`src/rtl/clkgen_pkg.sv`:
```
// Shared constants and reset values for the synthesizer control block.
// Assumes three synthesizers, each with three 8-bit registers.
package clkgen_pkg;
    localparam int NUM_SYN = 3;
    localparam int NUM_FLD = 3;

    typedef enum logic [1:0] {
        FLD_N = 2'd0,
        FLD_M = 2'd1,
        FLD_P = 2'd2
    } syn_fld_e;

    // Reset value of field f of synthesizer s.
    function automatic logic [7:0] syn_rst_val(int s, int f);
        logic [7:0] v;
        v = 8'h00;
        if (s == 0) begin
            if (f == 0) v = 8'h05;
            else if (f == 1) v = 8'h09;
            else v = 8'h01;
        end else if (s == 1) begin
            if (f == 0) v = 8'h06;
            else if (f == 1) v = 8'h05;
            else v = 8'h02;
        end
        return v;
    endfunction
endpackage

```
`src/rtl/clkgen_regs.sv`:
```
// Register file: synthesizer N/M/P values, divider control and clock select.
// Assumes one write per cycle and a combinational read port.
module clkgen_regs
    import clkgen_pkg::*;
#(
    parameter logic [7:0] SYN_BASE = 8'h20,
    parameter logic [7:0] DIV_IDX  = 8'h30,
    parameter logic [7:0] SEL_IDX  = 8'h31,
    parameter logic [7:0] DIV_RST  = 8'h08
) (
    input  logic               clk,
    input  logic               rst_n,
    input  logic               wr_en,
    input  logic [7:0]         wr_idx,
    input  logic [7:0]         wr_data,
    input  logic [7:0]         rd_idx,
    output logic [7:0]         rd_data,
    output logic [NUM_SYN-1:0] n_wr,
    output logic [NUM_SYN-1:0] m_wr,
    output logic [NUM_SYN-1:0] p_wr,
    output logic [NUM_SYN-1:0] p_lock,
    output logic               pix_pout,
    output logic [7:0]         div_q,
    output logic [7:0]         sel_q
);
    logic [7:0] syn_q [NUM_SYN][NUM_FLD];

    for (genvar s = 0; s < NUM_SYN; s++) begin : g_syn
        for (genvar f = 0; f < NUM_FLD; f++) begin : g_fld
            localparam logic [7:0] IDX = 8'(int'(SYN_BASE) + 4 * s + f);
            // Store one synthesizer field on a matching write.
            always_ff @(posedge clk) begin
                if (!rst_n) syn_q[s][f] <= syn_rst_val(s, f);
                else if (wr_en && wr_idx == IDX) syn_q[s][f] <= wr_data;
            end
        end
        assign n_wr[s]   = wr_en && (wr_idx == 8'(int'(SYN_BASE) + 4 * s + int'(FLD_N)));
        assign m_wr[s]   = wr_en && (wr_idx == 8'(int'(SYN_BASE) + 4 * s + int'(FLD_M)));
        assign p_wr[s]   = wr_en && (wr_idx == 8'(int'(SYN_BASE) + 4 * s + int'(FLD_P)));
        assign p_lock[s] = syn_q[s][FLD_P][7];
    end

    assign pix_pout = syn_q[1][FLD_P][3];

    // Divider control and clock select registers.
    always_ff @(posedge clk) begin
        if (!rst_n) begin
            div_q <= DIV_RST;
            sel_q <= 8'h00;
        end else if (wr_en) begin
            if (wr_idx == DIV_IDX) div_q <= wr_data;
            if (wr_idx == SEL_IDX) sel_q <= wr_data;
        end
    end

    // Read mux; unmapped indices return zero.
    always_comb begin
        rd_data = 8'h00;
        if (rd_idx == DIV_IDX) rd_data = div_q;
        if (rd_idx == SEL_IDX) rd_data = sel_q;
        for (int s = 0; s < NUM_SYN; s++)
            for (int f = 0; f < NUM_FLD; f++)
                if (rd_idx == 8'(int'(SYN_BASE) + 4 * s + f)) rd_data = syn_q[s][f];
    end
endmodule

```
`src/rtl/clkgen_syn_en.sv`:
```
// Run enable for one synthesizer, driven by the order of writes.
// Assumes N and P write strobes never coincide (single index per cycle).
module clkgen_syn_en #(
    parameter bit RST_EN = 1'b1
) (
    input  logic clk,
    input  logic rst_n,
    input  logic n_wr,
    input  logic p_wr,
    input  logic p_lock,
    output logic en
);
    // P write starts the synthesizer, N write stops it unless locked.
    always_ff @(posedge clk) begin
        if (!rst_n) en <= RST_EN;
        else if (p_wr) en <= 1'b1;
        else if (n_wr && !p_lock) en <= 1'b0;
    end

    assert_n_stops_R3: assert property (@(posedge clk) disable iff (!rst_n)
        (n_wr && !p_lock) |=> !en);
    assert_p_starts_R4: assert property (@(posedge clk) disable iff (!rst_n)
        p_wr |=> en);
    assert_lock_holds_R4: assert property (@(posedge clk) disable iff (!rst_n)
        (n_wr && p_lock && en) |=> en);
endmodule

```
`src/rtl/clkgen_div.sv`:
```
// Gated even-ratio clock divider with 50% duty cycle.
// Ratio code k gives 2(k+1) input cycles per period; a code change is taken
// up only at the next rising edge of the output; disabled output is low.
module clkgen_div #(
    parameter int CODE_W = 3
) (
    input  logic              clk,
    input  logic              rst_n,
    input  logic              en,
    input  logic [CODE_W-1:0] code,
    output logic              out
);
    logic [CODE_W-1:0] act_code;
    logic [CODE_W-1:0] cnt;

    // Phase counter, output toggle and ratio pickup at the rising edge.
    always_ff @(posedge clk) begin
        if (!rst_n) begin
            out      <= 1'b0;
            cnt      <= '0;
            act_code <= '0;
        end else if (!en) begin
            out      <= 1'b0;
            cnt      <= '0;
            act_code <= code;
        end else if (cnt == act_code) begin
            cnt <= '0;
            out <= !out;
            if (!out) act_code <= code;
        end else begin
            cnt <= cnt + 1'b1;
        end
    end

    assert_off_low_R9: assert property (@(posedge clk) disable iff (!rst_n)
        !en |=> !out);
    assert_ratio_hold_R10: assert property (@(posedge clk) disable iff (!rst_n)
        (out && $past(out)) |-> $stable(act_code));
    assert_cnt_range_R8: assert property (@(posedge clk) disable iff (!rst_n)
        cnt <= act_code);
endmodule

```
`src/rtl/clkgen_ctrl.sv`:
```
// Top: synthesizer control registers, write-order run enables and two
// gated output dividers. The memory synthesizer output is modelled by clk.
module clkgen_ctrl
    import clkgen_pkg::*;
#(
    parameter logic [7:0] SYN_BASE = 8'h20,
    parameter logic [7:0] DIV_IDX  = 8'h30,
    parameter logic [7:0] SEL_IDX  = 8'h31,
    parameter logic [7:0] PIX_SRC  = 8'h05,
    parameter int         CODE_W   = 3
) (
    input  logic               clk,
    input  logic               rst_n,
    input  logic               wr_en,
    input  logic [7:0]         wr_idx,
    input  logic [7:0]         wr_data,
    input  logic [7:0]         rd_idx,
    output logic [7:0]         rd_data,
    output logic [NUM_SYN-1:0] synth_en,
    output logic               pix_pin_en,
    output logic               pix_src_sel,
    output logic               mclk_out,
    output logic               dclk_out
);
    localparam int FIELD_W = 4;
    localparam int NUM_OUT = 2;

    logic [NUM_SYN-1:0] n_wr, m_wr, p_wr, p_lock;
    logic [7:0]         div_q, sel_q;
    logic               pix_pout;
    logic [NUM_OUT-1:0] div_out;

    clkgen_regs #(
        .SYN_BASE(SYN_BASE), .DIV_IDX(DIV_IDX), .SEL_IDX(SEL_IDX), .DIV_RST(8'h08)
    ) u_regs (
        .clk(clk), .rst_n(rst_n), .wr_en(wr_en), .wr_idx(wr_idx), .wr_data(wr_data),
        .rd_idx(rd_idx), .rd_data(rd_data), .n_wr(n_wr), .m_wr(m_wr), .p_wr(p_wr),
        .p_lock(p_lock), .pix_pout(pix_pout), .div_q(div_q), .sel_q(sel_q)
    );

    for (genvar s = 0; s < NUM_SYN; s++) begin : g_en
        clkgen_syn_en #(.RST_EN(s != 2)) u_en (
            .clk(clk), .rst_n(rst_n), .n_wr(n_wr[s]), .p_wr(p_wr[s]),
            .p_lock(p_lock[s]), .en(synth_en[s])
        );
        assert_m_no_effect_R5: assert property (@(posedge clk) disable iff (!rst_n)
            m_wr[s] |=> $stable(synth_en[s]));
    end

    // Output 0 is the memory clock (low nibble), output 1 the second clock.
    for (genvar g = 0; g < NUM_OUT; g++) begin : g_div
        clkgen_div #(.CODE_W(CODE_W)) u_div (
            .clk(clk), .rst_n(rst_n), .en(div_q[g*FIELD_W + FIELD_W - 1]),
            .code(div_q[g*FIELD_W +: CODE_W]), .out(div_out[g])
        );
    end

    assign mclk_out    = div_out[0];
    assign dclk_out    = div_out[1];
    assign pix_pin_en  = pix_pout;
    assign pix_src_sel = (sel_q == PIX_SRC);
endmodule

```
`config.mk`:
```
export PLATFORM = sky130hd
export DESIGN_NAME = clkgen_ctrl
export DESIGN_NICKNAME = d
export VERILOG_FILES = /design/src/rtl/clkgen_pkg.sv /design/src/rtl/clkgen_regs.sv /design/src/rtl/clkgen_syn_en.sv /design/src/rtl/clkgen_div.sv /design/src/rtl/clkgen_ctrl.sv
export SDC_FILE = /design/constraint.sdc
export NUM_CORES = 1
export LEC_CHECK = 0
export BUFFER_PORTS_ARGS = -buffer_cell sky130_fd_sc_hd__buf_2
export CORE_MARGIN = 2
export CORE_UTILIZATION = 40
export CTS_CLUSTER_DIAMETER = 200
export DETAILED_ROUTE_END_ITERATION = 16
export PLACE_DENSITY = 0.65
export SKIP_LAST_GASP = 1
export SYNTH_ARGS = -nofsm -noshare
export SYNTH_HDL_FRONTEND = slang
export SYNTH_SLANG_ARGS = --single-unit
```
`constraint.sdc`:
```
create_clock -name clk -period 1.91 [get_ports clk]
set_input_delay 0 -clock clk [delete_from_list [all_inputs] [get_ports clk]]
set_output_delay 0 -clock clk [all_outputs]
set_load 0.02 [all_outputs]
```
==> flow_summary.toml, run 1 <==
[sta]
final-max-slew-violation-count = 0
final_hold_viol_count = 0
clock-skew-final_ns = 0.00308
unrepaired_setup_endpoints_after_global_routing = "false"
report.final.setup_viol = 0
setup_slack_ns = 0.0544
upper_clock_frequency_limit_mhz = 539
timing_worst_slew_pin_value_ns = 0.462
tns_ns = 0
finalWorstPathRequiredPeriod_ns = 1.86
timing.max_slew.rel_slack_pct = 69.0
layout_worst_path_cycle_share_pct = 97.2

[yosys]
syn-cell-area_sq_um = 5170
synth_top_area_cell = "edfxtp_1"
post_synth_inst_count = 485
ys_dominant_reg_cell = "edfxtp_1"
synth.top_cell.area_share_pct = 41.8
post_synthesis_sequential_element_count = 105
synth-seq-area-share_pct = 54.6
edff_count_synth = 72
yosys_warnings = 0
postSynth.asyncResetShare_pct = 0
synth_nets = 514
synth_area_per_cell_sq_um = 10.7
post_synth_num_cell_types = 51
netlist_top_cells_area = "edfxtp_1 (42%), dfxtp_1 (13%), and2_1 (7.9%), mux2i_1 (5.0%), nor2b_1 (2.7%)"

[clock_tree]
numClockSinks = 105
worst_setup_hold_path_clk_slew_ns = 0.07
clk-insertion-delay-late_ns = 0.35
cts-root-to-sink-buffers = 2
tritoncts = "done"
hold_buffers = 0
htree_levels = 3
clock-root-buffer = "clkbuf_16"
postCtsSetupRepairBufs = 0
num_cts_buffers = 9

[final_layout]
drive_gt1_share_pct = 17.6
fin_util_pct = 47.3
final_nets = 564
antennaDiodeCount = 0
area_delta_synth_final_pct = 15.5

[flow_run]
max_cap_violations = 0

[global_route]
number_of_global_route_vias_before_repair = 3737
antenna_found_initial = 0
grt_overflow_total = 0
grt_first_pass_wirelength_um = 21000
globalRouteTotalUtil_pct = 20.3
maximum_number_of_pins_on_one_net_before_global_route_repair = 43

[pwr]
p_int_mw = 3.52
p_sw_share_pct = 23.7
p_per_area_nw_per_um2 = 773
post-layout-total-power_mw = 4.62
comb_power_share_pct = 7.9
vdd_ir_drop_max_v = 0.000437
p_seq_share_pct = 54.9
leakage_nw = 2.21
switching_power_mw = 1.10
p_clk_share_pct = 37.2

[routing]
routed-via-count = 3861
wl_um = 13600
dr_vias_cell = 5.42
detailedRoute.firstIterationViolations = 332
antenna_left = 0
detail_route.first_pass.iterations = 5
wl_per_cell_um = 19.2
post-route-drc-count = 0

[critical_path]
critPathKind = "reg -> out"
crit_path_end = "rd_data[7]"
r2r_cells = 5
path_max_fanout = 1
critical_path.endpoint_type = "output pin"
crit_path_start = "u_regs.syn_q[0][23]$_SDFFCE_PN0P_"
worst_r2r_startpoint = "g_div[0].u_div.cnt[0]$_SDFF_PP0_"
wp_depth = 6
crit_path_top_delay_cell = "or4b_1"
critPathBufInv = 1
worstPathCellList = "or4b_1 > o221ai_1 > a22oi_1 > o21a_1 > a21oi_1 > buf_2"
worstPathRequired_ns = 1.91
ff_to_ff_setup_slack_ns = 0.57
worst_path_dominant_cell_family = "compound AO/OA/AOI/OAI gates"
r2r-end = "g_div[0].u_div.act_code[1]$_SDFFE_PN0P_"
critical-path-max-stage-delay_ns = 0.44
startpoint_type = "flip-flop"
critical_path_at_ns = 1.86

[place]
gpl.final_weighted_congestion = 0.910
hpwl_um = 9870
pre_cts_slack_ns = 0.0558
number_of_buffers_added_on_ports = 41

[die]
die_footprint_sq_um = 13800
io_pins = 42
die_x_um = 118
initial_standard_cell_utilization_of_the_core_pct = 41.0
fp-row-count = 41
core-area_sq_um = 12600
chipHeight_um = 118

[status]
outcome = "finished, final reports clean"

[hold_path]
min_path_type = "in -> reg"
[worst reg2reg max path, delay by kind of cell, from the launching register on]
kind / cells / cell delay [ns]
AO/OA/AOI/OAI: 2 / 0.47
flip-flops: 1 / 0.38
AND/OR/NAND/NOR: 2 / 0.28
XOR/XNOR: 1 / 0.15
[how the worst min path moves through the flow]
stage | start | slack [ns] | end | cells past startpoint
after floorplan | wr_data[4] | 0.17 | u_regs.sel_q[4]$_SDFFE_PN0P_ | 2
after global placement | wr_idx[2] | 0.43 | g_en[1].u_en.en$_SDFFE_PP1P_ | 4
after detailed placement | g_en[2].u_en.en$_SDFFE_PN0P_ | 0.45 | synth_en[2] | 1
after CTS | wr_data[7] | 0.08 | u_regs.sel_q[7]$_SDFFE_PN0P_ | 3
after global routing | wr_data[7] | 0.09 | u_regs.sel_q[7]$_SDFFE_PN0P_ | 3
final | wr_data[7] | 0.09 | u_regs.sel_q[7]$_SDFFE_PN0P_ | 3
[cell families (layout without fill, tap and decap cells)]
logic type               Yosys count  after routing  synth area share, %
AND/OR/NAND/NOR                  211            211                 23.2
buffers and inverters             37             92                 2.98
multiplexers                      31             31                 6.12
AO/OA/AOI/OAI                     89             89                 10.9
XOR/XNOR                          10             10                 1.69
adder cells (fa/ha/maj)            2              2                0.484
flip-flops                       105            105                 54.6
[registers in the layout, indices dropped and copies added, names as in the netlist]
| name | count |
|---|---|
| g_en.u_en.en | 3 |
| g_div.u_div.out | 2 |
| u_regs.div_q | 8 |
| g_div.u_div.cnt | 6 |
| g_div.u_div.act_code | 6 |
| u_regs.sel_q | 8 |
| u_regs.syn_q | 72 |
[area by class of cell]
type | instances | area, sq um
fillers | 1177 | 6650
flip-flops and latches | 105 | 2820
multi-input cells | 343 | 2200
repair buffers | 70 | 435
clock buffers | 10 | 229
well taps | 172 | 215
clock inverters | 6 | 42.5
inverters | 6 | 22.5
[power by group through the flow]
| stage | clock network, mW | registers, mW | logic (mW) |
|---|---|---|---|
| after floorplan | 0 | 2.57 | 0.197 |
| after global placement | 0 | 2.58 | 0.358 |
| after detailed placement | 0 | 2.58 | 0.360 |
| after CTS | 1.75 | 2.53 | 0.362 |
| after global routing | 1.85 | 2.54 | 0.393 |
| final | 1.72 | 2.53 | 0.364 |
[per-layer routing]
layer	vias to the layer above	wire length (um)	track usage [%]
met5	-	0	0
met4	0	640	11.6
met3	39	824	4.89
met2	145	6200	29.6
met1	1830	5980	27.5
li1	1847	-	-
[stage by stage]
step	hold WS [ns]	area, sq um	cells
floorplan	0.166	5170	485
global placement	0.435	5690	696
detailed placement	0.451	5690	696
CTS	0.0824	5960	712
global route	0.0856	5970	712
finish	0.0930	5970	712
[cells in the final DEF, fill, tap and decap left out, drive strengths merged, types with 3 or more instances in the layout]
cell type	synthesis	final
o32a	3	3
a21oi	27	27
nand3	16	16
nand2b	9	9
o22a	3	3
nor3	6	6
xnor2	10	10
nor2b	22	22
nand3b	5	5
nor2	36	36
buf	8	70
mux2i	26	26
mux2	5	5
or2	3	3
o31a	3	3
nor3b	3	3
o21ai	24	24
o32ai	3	3
nand2	22	22
or3	11	11
dfxtp	33	33
and2	65	65
clkbuf	23	10
inv	6	8
o31ai	4	4
o22ai	9	9
edfxtp	72	72
[cells in the mapped netlist (all sizes together), types with 2 or more instances]
master,number
a221oi,2
and3,2
and2,65
nand3,16
nor3b,3
clkbuf,23
nor2b,22
mux2,5
a21oi,27
o31ai,4
nor2,36
or3b,2
edfxtp,72
nor3,6
o22ai,9
or4,2
mux2i,26
inv,6
or4b,2
o31a,3
buf,8
o32ai,3
o21ai,24
nand2,22
o21a,2
o22a,3
ha,2
a211oi,2
nand2b,9
dfxtp,33
nand3b,5
xnor2,10
or3,11
o32a,3
or2,3
a2bb2oi,2
[repair_timing]
item / CTS / global route
endpoints found under the setup margin: 1 / 1
pin swaps: 3 / 0
gates resized for setup: 1 / 1
gates cloned: 0 / 0
No activity file was read; power rests on OpenSTA's default activity.
==> run 2, diff against run 1 <==
Settings changed: CORE_UTILIZATION 40 to 60, PLACE_DENSITY 0.65 to 0.88.
==> run 2 against run 1 <==
Worst setup slack improved by 0.0017 ns. Clock power is 23% lower. Cell area is 3.0% lower. Via count grew 3.8%. Fmax about the same. Clock skew rose by 0.0053 ns. Sequential cell count stayed put. Wire length shrank 3.5%. Core utilization rose by 22 points. Count of clock-buffer cells in the layout unchanged. Critical path type unchanged.
==> flow_summary.toml, run 2 (synthesis results as in run 1) <==
[status]
outcome = "finished, final reports clean"

[die]
die_footprint_sq_um = 9380
chipHeight_um = 96.8
io_pins = 42
fp-row-count = 33
initial_standard_cell_utilization_of_the_core_pct = 62.3
die_x_um = 96.8
core-area_sq_um = 8300

[sta]
clock-skew-final_ns = 0.00833
timing_worst_slew_pin_value_ns = 0.577
whs_ns = 0.0129
unrepaired_setup_endpoints_after_global_routing = "true"
final_hold_viol_count = 0
timing.max_slew.rel_slack_pct = 61.5
final-max-slew-violation-count = 0
tns_ns = 0
report.final.setup_viol = 0
finalWorstPathRequiredPeriod_ns = 1.85
layout_worst_path_cycle_share_pct = 97.1
upper_clock_frequency_limit_mhz = 539

[clock_tree]
cts-root-to-sink-buffers = 2
num_cts_buffers = 9
tritoncts = "done"
clock-root-buffer = "clkbuf_8"
clk-insertion-delay-late_ns = 0.37
postCtsSetupRepairBufs = 0
htree_levels = 3
worst_setup_hold_path_clk_slew_ns = 0.10
numClockSinks = 105
hold_buffers = 0

[routing]
antenna_left = 0
dr_vias_cell = 6.22
detail_route.first_pass.iterations = 6
detailedRoute.firstIterationViolations = 445
post-route-drc-count = 0
wl_per_cell_um = 20.4
wl_um = 13200
routed-via-count = 4007

[final_layout]
antennaDiodeCount = 0
fin_util_pct = 69.7
area_of_the_multi_input_gates_sq_um = 2200
reg_top3 = "u_regs.syn_q: 72 flops, u_regs.div_q: 8 flops, u_regs.sel_q: 8 flops"
area_delta_synth_final_pct = 12.0
largest_reg_flops = 72
drive_gt1_share_pct = 17.3
mostFrequentLayoutCell = "edfxtp_1"
fin_area_sq_um = 5790
final-seq-area_sq_um = 2820
mostFrequentLayoutCells = "edfxtp_1 (72), and2_1 (65), buf_2 (40)"
regMostFlops = "u_regs.syn_q"
layout.filler_cells = 611
final_nets = 563

[pwr]
p_int_mw = 3.15
vdd_ir_drop_max_v = 0.000442
leakage_nw = 2.17
p_clk_share_pct = 31.4
comb_power_share_pct = 8.6
p_per_area_nw_per_um2 = 730
p_seq_share_pct = 60.0
switching_power_mw = 1.07
p_sw_share_pct = 25.4

[critical_path]
worst_r2r_startpoint = "g_div[0].u_div.cnt[0]$_SDFF_PP0_"
critical_path_at_ns = 1.85
crit_path_top_delay_cell = "or4b_1"
r2r_cells = 5
path_max_fanout = 1
ff_to_ff_setup_slack_ns = 0.56
critPathKind = "reg -> out"
critical_path.endpoint_type = "output pin"
startpoint_type = "flip-flop"
worst_path_dominant_cell_family = "compound AO/OA/AOI/OAI gates"
worstPathCellList = "or4b_1 > o221ai_1 > a22oi_1 > o21a_1 > a21oi_1 > buf_4"
r2r-end = "g_div[0].u_div.act_code[2]$_SDFFE_PN0P_"
critPathBufInv = 1
critical-path-max-stage-delay_ns = 0.44
worstPathRequired_ns = 1.91

[hold_path]
number_of_cells_traversed_by_the_worst_hold_path = 2
min_path_type = "in -> reg"
timing.hold.worst_endpoint = "g_en[2].u_en.en$_SDFFE_PN0P_"
worst_min_path_start = "rst_n"

[place]
dpl_cell_area_sq_um = 5600
hpwl_um = 9380
gpl.final_weighted_congestion = 0.977
number_of_buffers_added_on_ports = 41

[global_route]
grt_first_pass_wirelength_um = 20600
grt_overflow_total = 0
maximum_number_of_pins_on_one_net_before_global_route_repair = 33
number_of_global_route_vias_before_repair = 3815
antenna_found_initial = 0
globalRouteTotalUtil_pct = 28.5

[flow_run]
max_cap_violations = 0
run 2: cell types whose count changed in the layout (fill, tap and decap cells not counted), sizes merged:
cell    delta
clkinv     -1
buf        -1
inv        +1
run 2: metal layers:
| metal | up-vias | track usage [%] | part of all wire (%) |
|---|---|---|---|
| li1 | 1845 | - | - |
| met1 | 1892 | 39.6 | 41 |
| met2 | 226 | 44.5 | 47 |
| met3 | 44 | 5.64 | 9.2 |
| met4 | 0 | 10.8 | 3.2 |
| met5 | - | 0 | 0 |
run 2: timing repair:
item / CTS / global route
hold endpoints to repair: 0 / 0
endpoints found under the setup margin: 0 / 4
gates resized for setup: 0 / 2
run 2: layout make-up:
class | instances | share of cell area, %
clock buffers | 10 | 2.38
clock inverters | 6 | 0.821
inverters | 6 | 0.389
multi-input cells | 343 | 37.9
flip-flops and latches | 105 | 48.8
well taps | 105 | 2.27
repair buffers | 69 | 7.44
run 2: worst max path at each step:
stage	start	end	slack, ns	cells after the start
finish	u_regs.syn_q[0][23]$_SDFFCE_PN0P_	rd_data[7]	0.06	6
global route	u_regs.syn_q[0][9]$_SDFFCE_PN0P_	rd_data[1]	-0.03	6
CTS	u_regs.syn_q[0][23]$_SDFFCE_PN0P_	rd_data[7]	0.05	6
detailed placement	rd_idx[4]	rd_data[6]	0.14	7
global placement	rd_idx[4]	rd_data[6]	0.12	7
floorplan	wr_idx[7]	u_regs.syn_q[0][0]$_SDFFCE_PN1P_	0.29	4
run 2: stage by stage:
stage                     power [mW]  std cells  worst slack, ns
final                           4.23        644           0.0560
after global routing            4.34        644          -0.0348
after CTS                       4.22        644           0.0517
after detailed placement        2.94        628            0.139
after global placement          2.93        628            0.124
after floorplan                 2.77        485            0.289
run 2: power groups by stage:
stage / logic (mW) / clock network, mW / registers [mW]
after floorplan: 0.197 / 0 / 2.57
after global placement: 0.345 / 0 / 2.58
after detailed placement: 0.353 / 0 / 2.58
after CTS: 0.354 / 1.33 / 2.53
after global routing: 0.385 / 1.41 / 2.54
final: 0.363 / 1.33 / 2.53
==> run 3, diff against run 2 <==
Settings changed: MAX_ROUTING_LAYER set to met4.
==> run 3 against run 2 <==
Wire length down 3.1%. Die area unchanged. Final cell count down 0.16%. Power down 1.5%. Global-route usage down 0.17 points. Critical path depth up 1. Sequential share of layout area about the same. Register-to-register slack worse by 0.02 ns. Critical endpoint is now rd_data[6]. Highest routed layer unchanged.
==> flow_summary.toml, run 3 (synthesis results as in run 1) <==
[clock_tree]
postCtsSetupRepairBufs = 0
worst_setup_hold_path_clk_slew_ns = 0.09
tritoncts = "done"
clk-insertion-delay-late_ns = 0.37
clock-root-buffer = "clkbuf_8"
htree_levels = 3
num_cts_buffers = 9
cts-root-to-sink-buffers = 2
numClockSinks = 105

[critical_path]
critical_path.endpoint_type = "output pin"
worst_r2r_startpoint = "g_div[0].u_div.cnt[0]$_SDFF_PP0_"
r2r-end = "g_div[0].u_div.act_code[2]$_SDFFE_PN0P_"
worstPathRequired_ns = 1.91
path_max_fanout = 11
startpoint_type = "primary input"
r2r_cells = 5
critPathKind = "in -> out"
ff_to_ff_setup_slack_ns = 0.54
critical_path_at_ns = 1.84

[hold_path]
timing.hold.worst_endpoint = "u_regs.sel_q[7]$_SDFFE_PN0P_"
worst_min_path_start = "wr_data[7]"
number_of_cells_traversed_by_the_worst_hold_path = 3
min_path_type = "in -> reg"

[routing]
antenna_left = 0
post-route-drc-count = 0
routed-via-count = 4021
detailedRoute.firstIterationViolations = 372
detail_route.first_pass.iterations = 5
wl_per_cell_um = 19.8
wl_um = 12800
dr_vias_cell = 6.25

[sta]
finalWorstPathRequiredPeriod_ns = 1.84
layout_worst_path_cycle_share_pct = 96.2
final-max-slew-violation-count = 0
tns_ns = 0
unrepaired_setup_endpoints_after_global_routing = "false"
timing.max_slew.rel_slack_pct = 60.8
clock-skew-final_ns = 0.00514
upper_clock_frequency_limit_mhz = 544
whs_ns = 0.0474
report.final.setup_viol = 0
timing_worst_slew_pin_value_ns = 0.587
final_hold_viol_count = 0

[final_layout]
antennaDiodeCount = 0
reg_top3 = "u_regs.syn_q: 72 flops, u_regs.div_q: 8 flops, u_regs.sel_q: 8 flops"
mostFrequentLayoutCells = "edfxtp_1 (72), and2_1 (65), buf_2 (40)"
regMostFlops = "u_regs.syn_q"
area_delta_synth_final_pct = 11.9
fin_area_sq_um = 5780
final_nets = 562
drive_gt1_share_pct = 16.5
layout.filler_cells = 627
final-seq-area_sq_um = 2820
mostFrequentLayoutCell = "edfxtp_1"
area_of_the_multi_input_gates_sq_um = 2190
largest_reg_flops = 72

[pwr]
vdd_ir_drop_max_v = 0.000428
post-layout-total-power_mw = 4.16
leakage_nw = 2.16
p_per_area_nw_per_um2 = 720

[place]
number_of_buffers_added_on_ports = 41
hpwl_um = 9170
gpl.final_weighted_congestion = 1.01
dpl_cell_area_sq_um = 5600

[die]
core-area_sq_um = 8300
initial_standard_cell_utilization_of_the_core_pct = 62.3
chipHeight_um = 96.8
fp-row-count = 33
die_x_um = 96.8
die_footprint_sq_um = 9380
io_pins = 42

[global_route]
maximum_number_of_pins_on_one_net_before_global_route_repair = 34
antenna_found_initial = 0
grt_first_pass_wirelength_um = 20000
number_of_global_route_vias_before_repair = 3747
grt_overflow_total = 0
globalRouteTotalUtil_pct = 28.3

[status]
outcome = "finished, final reports clean"

[flow_run]
max_cap_violations = 0
## run 3: changes by cell type in the layout (fill, tap and decap cells not counted)
cell	change
clkinvlp_4	-1
clkbuf_8	-1
nand2_1	+1
nand2_2	-1
clkinv_1	+1
dlygate4sd3_1	+1
buf_4	-3
buf_12	+1
clkinv_4	+1
## run 3: per-stage QoR
step / worst slack [ns] / util (%) / instances
after floorplan: 0.289 / - / 485
after global placement: 0.132 / 67.4 / 626
after detailed placement: 0.126 / 67.4 / 626
after CTS: 0.0585 / 69.7 / 643
after global routing: 0.000229 / 69.7 / 643
final: 0.0730 / 69.7 / 643
## run 3: per-layer routing
metal,GRT usage [%],vias to the layer above,share of wire (%)
li1,-,1841,-
met1,39.6,1905,42
met2,41.9,238,46
met3,5.78,37,9.9
met4,9.10,0,2.8
met5,-,-,0
## run 3: how the worst max path moves through the flow
stage / startpoint / end / slack [ns]
finish: rd_idx[4] / rd_data[6] / 0.07
global route: u_regs.syn_q[0][23]$_SDFFCE_PN0P_ / rd_data[7] / 0.0002
CTS: u_regs.syn_q[0][17]$_SDFFCE_PN0P_ / rd_data[1] / 0.06
detailed placement: wr_idx[7] / u_regs.syn_q[2][1]$_SDFFCE_PN0P_ / 0.13
global placement: rd_idx[4] / rd_data[6] / 0.13
floorplan: wr_idx[7] / u_regs.syn_q[0][0]$_SDFFCE_PN1P_ / 0.29
## run 3: report_power, final
| part | total (mW) | internal [mW] | switching [mW] | leakage (nW) |
|---|---|---|---|---|
| clock | 1.27 | 0.486 | 0.783 | 0.0872 |
| sequential | 2.53 | 2.50 | 0.0327 | 0.956 |
| combinational | 0.360 | 0.129 | 0.230 | 1.12 |
| total | 4.16 | 3.12 | 1.05 | 2.16 |
## run 3: cell type report
class | count | area share, %
flip-flops and latches | 105 | 48.8
clock inverters | 7 | 0.909
inverters | 6 | 0.389
well taps | 105 | 2.27
multi-input cells | 343 | 37.9
repair buffers | 68 | 7.57
clock buffers | 9 | 2.14
## run 3: critical path: stages
cell and delay (ns):
buf_2 0.12, nor4b_2 0.57, nand2_1 0.38, nor2_1 0.24, a221oi_1 0.11, a21oi_1 0.21
buf_2 0.21
## run 3: what timing repair did
item / 4_1_cts / 5_1_grt
hold buffers: 1 / 0
setup endpoints to repair: 0 / 2
resized for setup: 0 / 1
endpoints found under the hold margin: 1 / 0
